File: config.mk
export PLATFORM = sky130hd
export DESIGN_NAME = esc_err_monitor
export DESIGN_NICKNAME = d
export VERILOG_FILES = /design/src/rtl/esm_pkg.sv /design/src/rtl/esm_datapath.sv /design/src/rtl/esm_control.sv /design/src/rtl/esc_err_monitor.sv
export SDC_FILE = /design/constraint.sdc
export NUM_CORES = 1
export LEC_CHECK = 0
export ABC_CLOCK_PERIOD_IN_PS = 6700
export CAP_MARGIN = 20
export CORE_AREA = 5 5 66 68
export CTS_CLUSTER_SIZE = 20
export DETAILED_ROUTE_END_ITERATION = 8
export DIE_AREA = 0 0 71 73
export HOLD_SLACK_MARGIN = 0.05
export SETUP_SLACK_MARGIN = 0.5
export SYNTH_ARGS = -nofsm -noshare
export SYNTH_HDL_FRONTEND = slang
export SYNTH_HIERARCHICAL = 1
export SYNTH_SLANG_ARGS = --single-unit
File: constraint.sdc
create_clock -name clk -period 6.7 [get_ports clk]
set_clock_uncertainty 0.1 [all_clocks]
set_input_delay 1.34 -clock clk [delete_from_list [all_inputs] [get_ports clk]]
set_output_delay 1.34 -clock clk [all_outputs]
set_load 0.1 [all_outputs]
File: src/rtl/esm_pkg.sv
`timescale 1ns/1ps
package esm_pkg;
  typedef enum logic [1:0] {
    ST_IDLE   = 2'd0,
    ST_STAGE1 = 2'd1,
    ST_STAGE2 = 2'd2,
    ST_RESET  = 2'd3
  } esm_state_t;

  typedef struct packed {
    logic cntClr;
    logic cntRun;
    logic setPin;
    logic setFail;
    logic setRst;
    logic pulseDrv;
    logic pulseStart;
  } esm_strobe_t;
endpackage

File: src/rtl/esm_datapath.sv
`timescale 1ns/1ps
module esm_datapath
  import esm_pkg::*;
#(
  parameter int CNT_W = 8,
  parameter int SYNC_STAGES = 2
) (
  input  logic             clk,
  input  logic             rstN,
  input  logic             tick,
  input  logic             errIn,
  input  logic [CNT_W-1:0] delay1,
  input  logic [CNT_W-1:0] delay2,
  input  logic             clrPin,
  input  logic             clrFail,
  input  logic             clrRst,
  input  esm_strobe_t      ctl,
  input  logic             useDelay2,
  output logic             errSync,
  output logic             cntDone,
  output logic             pinInt,
  output logic             failInt,
  output logic             rstInt,
  output logic             nInt,
  output logic             drvClrReq,
  output logic             startClr
);
  localparam int EXT_W = CNT_W + 1;

  logic [SYNC_STAGES-1:0] syncQ;
  logic [CNT_W-1:0]       cnt;
  logic [CNT_W-1:0]       limit;
  logic [EXT_W-1:0]       cntNext;

  always_ff @(posedge clk or negedge rstN) begin
    if (!rstN) syncQ <= '0;
    else       syncQ <= {syncQ[SYNC_STAGES-2:0], errIn};
  end
  assign errSync = syncQ[SYNC_STAGES-1];

  assign limit   = useDelay2 ? delay2 : delay1;
  assign cntNext = {1'b0, cnt} + EXT_W'(1);
  assign cntDone = tick && (cntNext >= {1'b0, limit});

  always_ff @(posedge clk or negedge rstN) begin
    if (!rstN)                    cnt <= '0;
    else if (ctl.cntClr)          cnt <= '0;
    else if (ctl.cntRun && tick)  cnt <= cntNext[CNT_W-1:0];
  end

  always_ff @(posedge clk or negedge rstN) begin
    if (!rstN) begin
      pinInt    <= 1'b0;
      failInt   <= 1'b0;
      rstInt    <= 1'b0;
      drvClrReq <= 1'b0;
      startClr  <= 1'b0;
    end else begin
      pinInt    <= (pinInt  & ~clrPin)  | ctl.setPin;
      failInt   <= (failInt & ~clrFail) | ctl.setFail;
      rstInt    <= (rstInt  & ~clrRst)  | ctl.setRst;
      drvClrReq <= ctl.pulseDrv;
      startClr  <= ctl.pulseStart;
    end
  end

  assign nInt = ~(pinInt | failInt | rstInt);
endmodule

File: src/rtl/esm_control.sv
`timescale 1ns/1ps
module esm_control
  import esm_pkg::*;
#(
  parameter int CNT_W = 8
) (
  input  logic             clk,
  input  logic             rstN,
  input  logic             startEn,
  input  logic             pinMask,
  input  logic             failMask,
  input  logic             enDrv,
  input  logic [CNT_W-1:0] delay2,
  input  logic             errSync,
  input  logic             cntDone,
  input  logic             pinInt,
  input  logic             failInt,
  input  logic             rstDone,
  output esm_strobe_t      ctl,
  output logic             useDelay2,
  output logic             rstTrig
);
  esm_state_t state, stateNext;
  logic skipStage2;

  assign skipStage2 = (delay2 == '0);
  assign useDelay2  = (state == ST_STAGE2);
  assign rstTrig    = (state == ST_RESET);

  always_ff @(posedge clk or negedge rstN) begin
    if (!rstN) state <= ST_IDLE;
    else       state <= stateNext;
  end

  always_comb begin
    stateNext = state;
    ctl       = '0;
    unique case (state)
      ST_IDLE: begin
        ctl.cntClr = 1'b1;
        if (startEn && errSync) begin
          stateNext  = ST_STAGE1;
          ctl.setPin = ~pinMask;
        end
      end
      ST_STAGE1: begin
        ctl.cntRun = 1'b1;
        if (!startEn || (!errSync && !pinInt)) begin
          stateNext  = ST_IDLE;
          ctl.cntClr = 1'b1;
        end else if (cntDone) begin
          ctl.pulseDrv = enDrv;
          ctl.cntClr   = 1'b1;
          if (skipStage2) begin
            stateNext      = ST_RESET;
            ctl.setFail    = 1'b1;
            ctl.setRst     = 1'b1;
            ctl.pulseStart = 1'b1;
          end else begin
            stateNext   = ST_STAGE2;
            ctl.setFail = ~failMask;
          end
        end
      end
      ST_STAGE2: begin
        ctl.cntRun = 1'b1;
        if (!startEn || (!errSync && !pinInt && !failInt)) begin
          stateNext  = ST_IDLE;
          ctl.cntClr = 1'b1;
        end else if (cntDone) begin
          stateNext      = ST_RESET;
          ctl.cntClr     = 1'b1;
          ctl.setFail    = 1'b1;
          ctl.setRst     = 1'b1;
          ctl.pulseStart = 1'b1;
        end
      end
      ST_RESET: begin
        ctl.cntClr = 1'b1;
        if (rstDone) stateNext = ST_IDLE;
      end
      default: stateNext = ST_IDLE;
    endcase
  end
endmodule

File: src/rtl/esc_err_monitor.sv
`timescale 1ns/1ps
module esc_err_monitor
  import esm_pkg::*;
#(
  parameter int CNT_W = 8,
  parameter int SYNC_STAGES = 2
) (
  input  logic             clk,
  input  logic             rstN,
  input  logic             tick,
  input  logic             errIn,
  input  logic             startEn,
  input  logic             pinMask,
  input  logic             failMask,
  input  logic             enDrv,
  input  logic [CNT_W-1:0] delay1,
  input  logic [CNT_W-1:0] delay2,
  input  logic             clrPinInt,
  input  logic             clrFailInt,
  input  logic             clrRstInt,
  input  logic             rstDone,
  output logic             pinInt,
  output logic             failInt,
  output logic             rstInt,
  output logic             nIntOut,
  output logic             drvClrReq,
  output logic             startClr,
  output logic             rstTrig
);
  esm_strobe_t ctl;
  logic useDelay2, errSync, cntDone;

  esm_datapath #(.CNT_W(CNT_W), .SYNC_STAGES(SYNC_STAGES)) i_dp (
    .clk(clk), .rstN(rstN), .tick(tick), .errIn(errIn),
    .delay1(delay1), .delay2(delay2),
    .clrPin(clrPinInt), .clrFail(clrFailInt), .clrRst(clrRstInt),
    .ctl(ctl), .useDelay2(useDelay2),
    .errSync(errSync), .cntDone(cntDone),
    .pinInt(pinInt), .failInt(failInt), .rstInt(rstInt), .nInt(nIntOut),
    .drvClrReq(drvClrReq), .startClr(startClr)
  );

  esm_control #(.CNT_W(CNT_W)) i_ctl (
    .clk(clk), .rstN(rstN), .startEn(startEn), .pinMask(pinMask),
    .failMask(failMask), .enDrv(enDrv), .delay2(delay2),
    .errSync(errSync), .cntDone(cntDone), .pinInt(pinInt),
    .failInt(failInt), .rstDone(rstDone),
    .ctl(ctl), .useDelay2(useDelay2), .rstTrig(rstTrig)
  );
endmodule

==> impl_metrics.py <==
metrics = {
    "floorplanning": {
        "core_area_sq_um": 3800,
        "die_area_sq_um": 5180,
        "die_h_microns": 73,
        "boundaryPins": 35,
        "start_util_pct": 32.8,
        "die_x_microns": 71,
        "rows": 23,
    },
    "critical_path": {
        "crit_chain": "clkdlybuf4s50_1, mux2_2, ha_1, nor2b_1, o21ai_0, nand4_1, a31oi_1, nand2b_1, a21oi_1, a211oi_2, mux2_4",
        "worst_setup_path_end_kind": "flop",
        "startpoint_type": "input pin",
        "r2r_start": "i_ctl/state[0]",
        "critPathCapture": "i_ctl/state[1]",
        "worst-path-buf-inv": 1,
        "reg2regPathDepth": 12,
        "worstSetupStartpoint": "delay2[0]",
        "ff2ff_setup_slack_ps": 3360,
        "crit_family": "compound AO/OA/AOI/OAI gates",
        "slowest_delay_ps": 410,
        "crit_cells": 11,
        "crit_type": "input pin to flop",
        "crit_slowest_cell": "clkdlybuf4s50_1",
        "crit_required_ps": 6740,
        "cp.arrival_ps": 3700,
        "critPathMaxFanout": 4,
        "worstReg2RegEnd": "i_ctl/state[1]",
    },
    "detailed_routing": {
        "met2_length_microns": 1340,
        "wl_per_cell_microns": 13.2,
        "first_iter_violations": 32,
        "routed_wl_microns": 2860,
        "top_layer_used": "met4",
        "firstDrtPassIters": 4,
        "drc": 0,
        "drtAntennaViolNets": 0,
        "routed-wl-met3_microns": 170,
        "wl_met1_microns": 1330,
        "vias_per_cell": 4.89,
        "vias": 1057,
    },
    "global_routing": {
        "grt_max_degree": 18,
        "grt_pass1_vias": 1058,
        "grt-ovfl-total": 0,
        "antenna_found_initial": 0,
        "grt_pass1_wl_microns": 4800,
        "grt_use_total_pct": 11.2,
    },
    "clocking": {
        "clock-sinks": 17,
        "tritoncts": "done",
        "clk_pin_slew_worst_paths_ps": 70,
        "cts_made_buffers": 3,
        "cts_max_path_buffers": 2,
        "postCtsSetupRepairBufs": 0,
        "h-tree-depth": 1,
        "cts_hold_buf": 0,
        "clk_latency_ps": 250,
        "root_buffer": "clkbuf_8",
        "ctsResizeCount": 0,
    },
    "power": {
        "peakVddDrop_mv": 0.0944,
        "power_switching_uw": 137,
        "seq_power_share_pct": 34.1,
        "pwr_density_cell_nw_per_um2": 211,
        "p_int_uw": 218,
        "pwr-share-clk_pct": 21.3,
        "pwr-share-comb_pct": 44.6,
        "swShare_pct": 38.6,
        "p_leak_nw": 0.732,
    },
    "cells_and_area": {
        "area_delta_synth_final_pct": 34.7,
        "num_antenna_cells": 0,
        "nets": 208,
        "mostFrequentLayoutCell": "clkdlybuf4s50_1",
        "layout_common_cells": "34 x clkdlybuf4s50_1, 17 x dfrtp_1, 13 x nand2_1, 13 x ha_1, 10 x a21oi_1",
        "design_area_sq_um": 1680,
        "drive_above_1_share_pct": 7.83,
    },
    "timing": {
        "fin_crit_sh_pct": 54.6,
        "rsz0062_at_grt": "false",
        "hold-worst-slack_ps": 258,
        "fmax_mhz": 273,
        "layout_min_cycle_time_ps": 3660,
        "worst_pin_slew_ps": 976,
        "worst_slack_ps": 3040,
        "setup_violations": 0,
        "slew_headroom_pct": 34.7,
        "final_hold_viol_count": 0,
        "report.final.slew_viol_count": 0,
        "tns_ps": 0,
    },
    "yosys": {
        "syn_area_sq_um": 1250,
        "syn_area_per_cell_sq_um": 9.51,
        "synth.distinct_cells": 36,
        "synth_edf_count": 0,
        "synth-seq-cells": 17,
        "syn_nets": 172,
        "synthFlopType": "dfrtp_1",
        "syn_inst": 131,
        "seq_area_frac_synth_pct": 34.1,
        "ys_async_sr_fraction_pct": 100,
        "ys_warn_count": 6,
    },
    "worst_hold_path": {
        "hold_start": "i_dp/syncQ[0]",
        "hold_path.class": "flop to flop",
    },
    "placement": {
        "dp_hpwl_microns": 2340,
        "dpl_worst_slack_ps": 2800,
        "post_dp_cell_area_sq_um": 1630,
        "globalplace.congestion": 0.845,
        "io_buffer_count": 34,
    },
    "flow_run": {
        "cap_violations": 0,
    },
    "run_status": {
        "status": "finished clean",
    },
}
## per-layer routing
layer / global-route usage, % / vias up
met2: 17.9 / 33
met3: 2.07 / 2
li1: - / 538
met4: 3.34 / 0
met5: 0 / -
met1: 15.3 / 484
## area by class of cell
class	instances	area, sq um
Clock buffer	3	41.3
Clock inverter	1	5.00
Fill cell	373	2120
Inverter	6	22.5
Multi-Input combinational cell	105	782
Sequential cell	17	425
Tap cell	50	62.6
Timing Repair Buffer	34	340
## worst min path at each step
| stage | depth (start not counted) | to | slack [ps] |
|---|---|---|---|
| after detailed placement | 0 | i_dp/syncQ[1] | 250 |
| after floorplan | 0 | i_dp/syncQ[1] | 230 |
| after global routing | 0 | i_dp/syncQ[1] | 280 |
| after CTS | 0 | i_dp/syncQ[1] | 260 |
| final | 0 | i_dp/syncQ[1] | 260 |
| after global placement | 0 | i_dp/syncQ[1] | 230 |
## sequential cells by signal (all words and copies together), names as in the netlist
register	flops
i_ctl/state	2
i_dp/cnt	8
i_dp/drvClrReq	1
i_dp/failInt	1
i_dp/pinInt	1
i_dp/rstInt	1
i_dp/startClr	1
i_dp/syncQ	2
## through the flow
step	utilization [%]	instances	total power, mW
2_1_floorplan	-	131	0.234
3_3_place_gp	43.0	212	0.276
3_5_place_dp	43.0	212	0.280
4_1_cts	44.2	216	0.359
5_1_grt	44.2	216	0.380
6_report	44.2	216	0.355
## cell usage after synthesis (3+ instances only)
library cell	n	area [sq um]
xnor2_1	6	52.6
xor2_1	5	43.8
nor3_1	4	20.0
a21o_1	3	22.5
ha_1	13	163
inv_1	6	22.5
a31oi_1	3	18.8
nor2_1	8	30.0
o21ai_0	5	25.0
mux2i_1	7	70.1
a21oi_1	10	50.1
nand2_1	13	48.8
nand3_1	5	25.0
dfrtp_1	17	425
## worst reg2reg max path, delay by kind of cell, from the launching register on
family / cells / cell delay, ps
compound gates: 4 / 740
fa+ha+maj: 2 / 800
buf+inv: 1 / 100
flops: 1 / 420
mux: 2 / 730
simple gates: 3 / 350
## logic make-up (layout without fill, tap and decap cells)
logic type,count (synthesis),in the layout,synth area share (%)
AOI/OAI and AO/OA,27,27,14.3
xor gates and xnor gates,11,11,7.73
adders and majority gates,13,13,13.1
buffers and inverters,9,44,3.11
DFF,17,17,34.1
muxes,9,9,7.73
and+or+nand+nor,45,45,20.0
## power groups by stage
stage	combinational [mW]	sequential [mW]	clock [mW]
after floorplan	0.105	0.129	0
after global placement	0.154	0.123	0
after detailed placement	0.157	0.123	0
after CTS	0.158	0.121	0.0797
after global routing	0.173	0.123	0.0838
final	0.158	0.121	0.0756
(Power assumes the default switching activity.)
